## src/rtl/flash_cmd_pkg.sv

```systemverilog
package flash_cmd_pkg;

  typedef enum logic [1:0] {
    RM_ARRAY  = 2'd0,
    RM_SIG    = 2'd1,
    RM_STATUS = 2'd2
  } rmode_t;

  typedef enum logic [2:0] {
    SQ_C1, SQ_C2, SQ_C3, SQ_PD, SQ_E4, SQ_E5, SQ_E6
  } seq_t;

  localparam logic [7:0] K_UNLK_A = 8'hAA;
  localparam logic [7:0] K_UNLK_B = 8'h55;
  localparam logic [7:0] K_RESET  = 8'hF0;
  localparam logic [7:0] K_SIG    = 8'h90;
  localparam logic [7:0] K_PROG   = 8'hA0;
  localparam logic [7:0] K_ESETUP = 8'h80;
  localparam logic [7:0] K_BLK    = 8'h30;
  localparam logic [7:0] K_CHIP   = 8'h10;
  localparam logic [7:0] K_SUSP   = 8'hB0;

  localparam logic [15:0] BYTE_C1 = 16'hAAAA;
  localparam logic [15:0] BYTE_C2 = 16'h5555;
  localparam logic [15:0] WORD_C1 = 16'h5555;
  localparam logic [15:0] WORD_C2 = 16'h2AAA;

endpackage

```

## src/rtl/flash_unlock_match.sv

```systemverilog
module flash_unlock_match
  import flash_cmd_pkg::*;
#(
  parameter int CODE_BITS = 11
) (
  input  logic [CODE_BITS-1:0] code_addr,
  input  logic                 word_mode,
  output logic                 at_c1,
  output logic                 at_c2
);

  localparam logic [CODE_BITS-1:0] BC1 = CODE_BITS'(BYTE_C1);
  localparam logic [CODE_BITS-1:0] BC2 = CODE_BITS'(BYTE_C2);
  localparam logic [CODE_BITS-1:0] WC1 = CODE_BITS'(WORD_C1);
  localparam logic [CODE_BITS-1:0] WC2 = CODE_BITS'(WORD_C2);

  assign at_c1 = (code_addr == (word_mode ? WC1 : BC1));
  assign at_c2 = (code_addr == (word_mode ? WC2 : BC2));

endmodule

```

## src/rtl/flash_seq_fsm.sv

```systemverilog
module flash_seq_fsm
  import flash_cmd_pkg::*;
#(
  parameter int AW = 19
) (
  input  logic          clk,
  input  logic          rst,
  input  logic          wr_en,
  input  logic [AW-1:0] wr_addr,
  input  logic [7:0]    wr_data,
  input  logic          at_c1,
  input  logic          at_c2,
  input  logic          blk_locked,
  input  logic          busy,
  input  logic          erase_active,
  input  logic          tmo_open,
  input  logic          blk_erase,
  output rmode_t        base_mode,
  output logic          susp,
  output logic          prog_p,
  output logic          erase_p,
  output logic          all_p,
  output logic          add_p,
  output logic          susp_p,
  output logic          res_p,
  output logic [AW-1:0] cap_addr,
  output logic [7:0]    cap_data
);

  seq_t st;

  always_ff @(posedge clk) begin
    if (rst) begin
      st        <= SQ_C1;
      base_mode <= RM_ARRAY;
      susp      <= 1'b0;
      prog_p    <= 1'b0;
      erase_p   <= 1'b0;
      all_p     <= 1'b0;
      add_p     <= 1'b0;
      susp_p    <= 1'b0;
      res_p     <= 1'b0;
      cap_addr  <= '0;
      cap_data  <= '0;
    end else begin
      prog_p  <= 1'b0;
      erase_p <= 1'b0;
      all_p   <= 1'b0;
      add_p   <= 1'b0;
      susp_p  <= 1'b0;
      res_p   <= 1'b0;
      if (wr_en) begin
        if (busy) begin
          // engine running: only pause and block queueing get through
          st <= SQ_C1;
          if (erase_active && !susp && wr_data == K_SUSP) begin
            susp_p    <= 1'b1;
            susp      <= 1'b1;
            base_mode <= RM_ARRAY;
          end else if (erase_active && tmo_open && blk_erase && wr_data == K_BLK) begin
            add_p    <= 1'b1;
            cap_addr <= wr_addr;
            cap_data <= wr_data;
          end
        end else if (st != SQ_PD && wr_data == K_RESET) begin
          st        <= SQ_C1;
          base_mode <= RM_ARRAY;
        end else begin
          // default: sequence broken, back to array reads
          st        <= SQ_C1;
          base_mode <= RM_ARRAY;
          case (st)
            SQ_C1: begin
              if (susp && wr_data == K_BLK) begin
                res_p <= 1'b1;
                susp  <= 1'b0;
              end else if (at_c1 && wr_data == K_UNLK_A) begin
                st        <= SQ_C2;
                base_mode <= base_mode;
              end
            end
            SQ_C2: begin
              if (at_c2 && wr_data == K_UNLK_B) begin
                st        <= SQ_C3;
                base_mode <= base_mode;
              end
            end
            SQ_C3: begin
              if (at_c1 && wr_data == K_SIG) begin
                base_mode <= RM_SIG;
              end else if (at_c1 && wr_data == K_PROG) begin
                st        <= SQ_PD;
                base_mode <= base_mode;
              end else if (at_c1 && wr_data == K_ESETUP && !susp) begin
                st        <= SQ_E4;
                base_mode <= base_mode;
              end
            end
            SQ_PD: begin
              if (!blk_locked) begin
                prog_p   <= 1'b1;
                cap_addr <= wr_addr;
                cap_data <= wr_data;
              end
            end
            SQ_E4: begin
              if (at_c1 && wr_data == K_UNLK_A) begin
                st        <= SQ_E5;
                base_mode <= base_mode;
              end
            end
            SQ_E5: begin
              if (at_c2 && wr_data == K_UNLK_B) begin
                st        <= SQ_E6;
                base_mode <= base_mode;
              end
            end
            SQ_E6: begin
              if (wr_data == K_BLK) begin
                erase_p  <= 1'b1;
                cap_addr <= wr_addr;
                cap_data <= wr_data;
              end else if (wr_data == K_CHIP && at_c1) begin
                erase_p  <= 1'b1;
                all_p    <= 1'b1;
                cap_addr <= wr_addr;
                cap_data <= wr_data;
              end
            end
            default: ;
          endcase
        end
      end
    end
  end

endmodule

```

## src/rtl/flash_sig_read.sv

```systemverilog
module flash_sig_read #(
  parameter int         NBLK     = 16,
  parameter int         BW       = 4,
  parameter logic [7:0] MFR_CODE = 8'h20,
  parameter logic [7:0] DEV_CODE = 8'hC4
) (
  input  logic            clk,
  input  logic            rst,
  input  logic [1:0]      rd_sel,
  input  logic [BW-1:0]   rd_blk,
  input  logic [NBLK-1:0] prot_status,
  output logic [7:0]      sig_q
);

  always_ff @(posedge clk) begin
    if (rst) begin
      sig_q <= '0;
    end else begin
      case (rd_sel)
        2'b00:   sig_q <= MFR_CODE;
        2'b01:   sig_q <= DEV_CODE;
        2'b10:   sig_q <= {7'b0, prot_status[rd_blk]};
        default: sig_q <= 8'h00;
      endcase
    end
  end

endmodule

```

## src/rtl/flash_cmd_decoder.sv

```systemverilog
module flash_cmd_decoder
  import flash_cmd_pkg::*;
#(
  parameter int         AW        = 19,
  parameter int         CODE_BITS = 11,
  parameter int         NBLK      = 16,
  parameter logic [7:0] MFR_CODE  = 8'h20,
  parameter logic [7:0] DEV_CODE  = 8'hC4,
  localparam int        BW        = $clog2(NBLK)
) (
  input  logic            clk,
  input  logic            rst,
  input  logic            wr_en,
  input  logic [AW-1:0]   wr_addr,
  input  logic [7:0]      wr_data,
  input  logic            word_mode,
  input  logic            busy,
  input  logic            erase_active,
  input  logic            tmo_open,
  input  logic [1:0]      rd_sel,
  input  logic [BW-1:0]   rd_blk,
  input  logic [NBLK-1:0] prot_status,
  output logic [1:0]      read_mode,
  output logic            prog_start,
  output logic            erase_start,
  output logic            erase_all,
  output logic            erase_add,
  output logic            suspend_req,
  output logic            resume_req,
  output logic [AW-1:0]   cmd_addr,
  output logic [7:0]      cmd_data,
  output logic [7:0]      sig_data,
  output logic            rd_in_erase
);

  logic            at_c1, at_c2;
  logic            susp, blk_locked;
  logic            busy_q, blk_erase_q, rie_q;
  logic [NBLK-1:0] mask_q;
  logic [BW-1:0]   wr_blk, cap_blk;
  rmode_t          base_mode;

  assign wr_blk     = wr_addr[AW-1 -: BW];
  assign cap_blk    = cmd_addr[AW-1 -: BW];
  assign blk_locked = susp && mask_q[wr_blk];

  flash_unlock_match #(.CODE_BITS(CODE_BITS)) u_match (
    .code_addr (wr_addr[CODE_BITS-1:0]),
    .word_mode (word_mode),
    .at_c1     (at_c1),
    .at_c2     (at_c2)
  );

  flash_seq_fsm #(.AW(AW)) u_fsm (
    .clk          (clk),
    .rst          (rst),
    .wr_en        (wr_en),
    .wr_addr      (wr_addr),
    .wr_data      (wr_data),
    .at_c1        (at_c1),
    .at_c2        (at_c2),
    .blk_locked   (blk_locked),
    .busy         (busy),
    .erase_active (erase_active),
    .tmo_open     (tmo_open),
    .blk_erase    (blk_erase_q),
    .base_mode    (base_mode),
    .susp         (susp),
    .prog_p       (prog_start),
    .erase_p      (erase_start),
    .all_p        (erase_all),
    .add_p        (erase_add),
    .susp_p       (suspend_req),
    .res_p        (resume_req),
    .cap_addr     (cmd_addr),
    .cap_data     (cmd_data)
  );

  flash_sig_read #(
    .NBLK(NBLK), .BW(BW), .MFR_CODE(MFR_CODE), .DEV_CODE(DEV_CODE)
  ) u_sig (
    .clk         (clk),
    .rst         (rst),
    .rd_sel      (rd_sel),
    .rd_blk      (rd_blk),
    .prot_status (prot_status),
    .sig_q       (sig_data)
  );

  // one tracking bit per block, updated from the registered pulses
  for (genvar g = 0; g < NBLK; g++) begin : g_mask
    always_ff @(posedge clk) begin
      if (rst)
        mask_q[g] <= 1'b0;
      else if (erase_start)
        mask_q[g] <= erase_all || (cap_blk == BW'(g));
      else if (erase_add && cap_blk == BW'(g))
        mask_q[g] <= 1'b1;
    end
  end

  always_ff @(posedge clk) begin
    if (rst) begin
      busy_q      <= 1'b0;
      blk_erase_q <= 1'b0;
      rie_q       <= 1'b0;
    end else begin
      busy_q <= busy;
      rie_q  <= susp && mask_q[rd_blk];
      if (erase_start)
        blk_erase_q <= !erase_all;
    end
  end

  assign read_mode   = busy_q ? RM_STATUS : base_mode;
  assign rd_in_erase = rie_q;

endmodule

```

## config.mk

```make
export PLATFORM = sky130hd
export DESIGN_NAME = flash_cmd_decoder
export DESIGN_NICKNAME = d
export VERILOG_FILES = /design/src/rtl/flash_cmd_pkg.sv /design/src/rtl/flash_unlock_match.sv /design/src/rtl/flash_seq_fsm.sv /design/src/rtl/flash_sig_read.sv /design/src/rtl/flash_cmd_decoder.sv
export SDC_FILE = /design/constraint.sdc
export NUM_CORES = 1
export LEC_CHECK = 0
export ABC_AREA = 1
export BUFFER_PORTS_ARGS = -buffer_cell sky130_fd_sc_hd__buf_2
export CAP_MARGIN = 20
export CORE_AREA = 5 5 101 84
export DETAILED_ROUTE_END_ITERATION = 7
export DIE_AREA = 0 0 106 89
export GPL_TIMING_DRIVEN = 0
export PLACE_DENSITY_LB_ADDON = 0.08
export SETUP_SLACK_MARGIN = 0.02
export SKIP_LAST_GASP = 1
export SYNTH_ARGS = -nofsm -noshare
export SYNTH_HDL_FRONTEND = slang
export SYNTH_HIERARCHICAL = 1
export SYNTH_SLANG_ARGS = --single-unit
```

## constraint.sdc

```tcl
create_clock -name clk -period 2.2 [get_ports clk]
set_input_delay 0.22 -clock clk [delete_from_list [all_inputs] [get_ports clk]]
set_output_delay 0.22 -clock clk [all_outputs]
set_load 0.01 [all_outputs]
```

==> flow_summary.json <==
{
  "run_status": "complete, no violations",
  "place_congestion": 0.877,
  "numPortBuffers": 95,
  "synth.distinct_cells": 30,
  "grt_setup_unrepaired": "false",
  "io-pin-count": 100,
  "slew_viol_final": 0,
  "switching_power_uw": 722,
  "power_frac_clock_pct": 41.9,
  "crit_buf_inv": 4,
  "cts-htree-levels": 3,
  "netlist_top_cells_area": "dfxtp_1 32%, nand2_1 15%, nand3_1 8.8%",
  "synthesis.area_um2": 3820,
  "routed_wirelength_um": 10400,
  "relSlewSlack_pct": 66.4,
  "grt_pass1_wl_um": 17200,
  "peakVddDrop_mv": 0.384,
  "routed_via_density": 5.10,
  "post-dp-hpwl_um": 8120,
  "critical_path.cell_chain": "inv_1 > nand2_1 > nand3_1 > nand3_1 > nand3_1 > a21oi_1 > nor2_1 > inv_1 > nand3_4 > and2_4 > buf_6 > buf_12 > nor2_2 > nor2_2",
  "fin_crit_sh_pct": 90.3,
  "final_nets": 766,
  "postSynthCellCount": 602,
  "cts_root_buffer": "clkbuf_8",
  "antennaDiodeCount": 0,
  "wire_per_inst_um": 13.0,
  "fin_cells": 805,
  "area_growth_pct": 21.7,
  "crit_fanout": 10,
  "grtUsageTotal_pct": 22.5,
  "drt_first_pass_iters": 4,
  "ant_nets": 0,
  "die_y_um": 89,
  "ys_seq_area_share_pct": 32.0,
  "cts_tree": "built",
  "internal_power_mw": 2.00,
  "worstPathRequired_ns": 2.43,
  "cpMostUsedCell": "nand3_1",
  "drt-met1-wl_um": 5060,
  "grt_pass1_vias": 3766,
  "core_area_um2": 7290,
  "switching_share_pct": 26.5,
  "num-fill-cells": 672,
  "die_width_um": 106,
  "utilization_pct": 63.8,
  "avgSynthCellArea_um2": 6.35,
  "yosysTopAreaCell": "dfxtp_1",
  "slowest_stage": "dfxtp_1",
  "grt_max_degree": 12,
  "fmax_ghz": 0.504,
  "worst_pin_slew_ns": 0.503,
  "synth_seq_cells": 61,
  "cts.reportedPaths.clkPinSlew_ns": 0.08,
  "routed-wl-met3_um": 634,
  "postCtsHoldBufs": 0,
  "worstPathArrival_ns": 2.22,
  "p_comb_share_pct": 15.7,
  "num_vias": 4108,
  "start_util_pct": 52.4,
  "wl_met2_um": 4630,
  "numCtsBuffers": 9,
  "clockBufferDepth": 2,
  "worstSkewPairLatency_ns": 0.34,
  "power.leakage_nw": 2.34,
  "yosysWarningCount": 6,
  "drc_errors": 0,
  "placed_cells": 789,
  "hold_viol": 0,
  "die_area_um2": 9430,
  "critPathKind": "register to register",
  "powerDensity_nw_per_um2": 586,
  "slowest_delay_ns": 0.34,
  "grt_overflow": 0,
  "critical-path-top-delay-family": "simple AND/OR/NAND/NOR gates",
  "drv_cap": 0,
  "seq_power_share_pct": 42.4,
  "start_kind": "register",
  "drive_gt1_share_pct": 26.9,
  "dr.max_layer_used": "met4",
  "setup_violations": 0,
  "fin_setup_tns_ns": 0,
  "min_path_type": "input port to register",
  "fin_skew_ns": 0.0131,
  "synth.top_cell.area_share_pct": 32.0,
  "most-common-layout-cells": "157 x nand2_1, 101 x buf_2, 79 x inv_1",
  "mostFrequentLayoutCell": "nand2_1",
  "crit_path_end_kind": "register",
  "timing.final.crit_period_ns": 1.99,
  "placementRows": 28,
  "drt_iter0_drc": 209,
  "antenna_found_initial": 0,
  "cts_sinks": 61
}
## cell usage after synthesis
master    number
a31oi_1        1
buf_2          6
nand4_1        4
o21ai_0       14
nor4_1         1
nor3_1         7
nor3b_1        1
inv_1         79
inv_2          3
a311oi_1       7
nand2_2        3
buf_4          9
o21ai_1       11
nand3b_1      20
dfxtp_1       61
and2_1         1
clkbuf_1       3
and2_4         1
nand3_2        3
buf_6          4
nand3_1       67
conb_1         1
or2_2          1
o211ai_1       3
a21oi_1       30
buf_12         2
nand2_1      157
nor2_1        52
nor2_2        49
a31o_2         1
## final cells by class
class / instances / area (um^2) / area share [%]
Tap cell: 90 / 113 / 2.42
Inverter: 82 / 308 / 6.62
Timing Repair Buffer: 95 / 475 / 10.2
Sequential cell: 61 / 1220 / 26.3
Clock buffer: 12 / 155 / 3.34
Buffer: 24 / 194 / 4.17
Clock inverter: 4 / 70.1 / 1.51
Multi-Input combinational cell: 437 / 2110 / 45.5
## metal layers
layer	track usage, %	vias up
met1	30.7	1858
met5	0	-
met2	36.5	113
met3	4.98	12
li1	-	2125
met4	5.88	0
## flip-flops by register name, indices dropped and copies added, names as in the netlist, 2 cells and up
register         cells
mask_q              16
u_fsm/base_mode      2
u_fsm/cap_addr      19
u_fsm/cap_data       8
u_fsm/st             3
u_sig/sig_q          3
## kinds of logic after synthesis
logic type      after synthesis  share of synthesized area [%]
buf+inv                     106                           13.1
compound gates               67                           9.79
other cells                   1                         0.0981
flops                        61                           32.0
simple gates                367                           45.0
## worst reg2reg max path, delay by kind of cell, from the launching register on
kind                   cells  cell delay, ns
AOI/OAI and AO/OA          1            0.17
buffers and inverters      4            0.47
DFF                        1            0.34
and+or+nand+nor            9            0.89
## worst paths after layout
check	from	to	slack, ns	depth (start not counted)
max	mask_q[2]	u_fsm/cap_addr[4]	0.21	14
min	rd_sel[0]	u_sig/sig_q[5]	0.06	2
max reg2reg	mask_q[2]	u_fsm/cap_addr[4]	0.21	14
min reg2reg	u_fsm/base_mode[1]	u_fsm/base_mode[1]	0.45	2
## power groups by stage
| stage | clock network (mW) | logic (mW) | registers, mW |
|---|---|---|---|
| after detailed placement | 0 | 0.424 | 1.18 |
| after global routing | 1.22 | 0.482 | 1.16 |
| after floorplan | 0 | 0.262 | 1.19 |
| final | 1.14 | 0.429 | 1.15 |
| after global placement | 0 | 0.419 | 1.18 |
| after CTS | 1.16 | 0.427 | 1.15 |
## what timing repair did
| action | in CTS | in global routing |
|---|---|---|
| resized for setup | 0 | 1 |
| setup buffers | 0 | 0 |
| setup endpoints to repair | 0 | 13 |
## through the flow
stage / hold slack [ns] / area (um^2) / power, mW / setup WS [ns]
2_1_floorplan: 0.289 / 3830 / 1.45 / 0.365
3_3_place_gp: 0.408 / 4420 / 1.60 / -0.0560
3_5_place_dp: 0.410 / 4420 / 1.60 / -0.0931
4_1_cts: 0.0517 / 4640 / 2.75 / 0.184
5_1_grt: 0.0575 / 4650 / 2.86 / 0.0899
6_report: 0.0647 / 4650 / 2.72 / 0.214
Note: power is estimated with default switching activity, not from simulation.
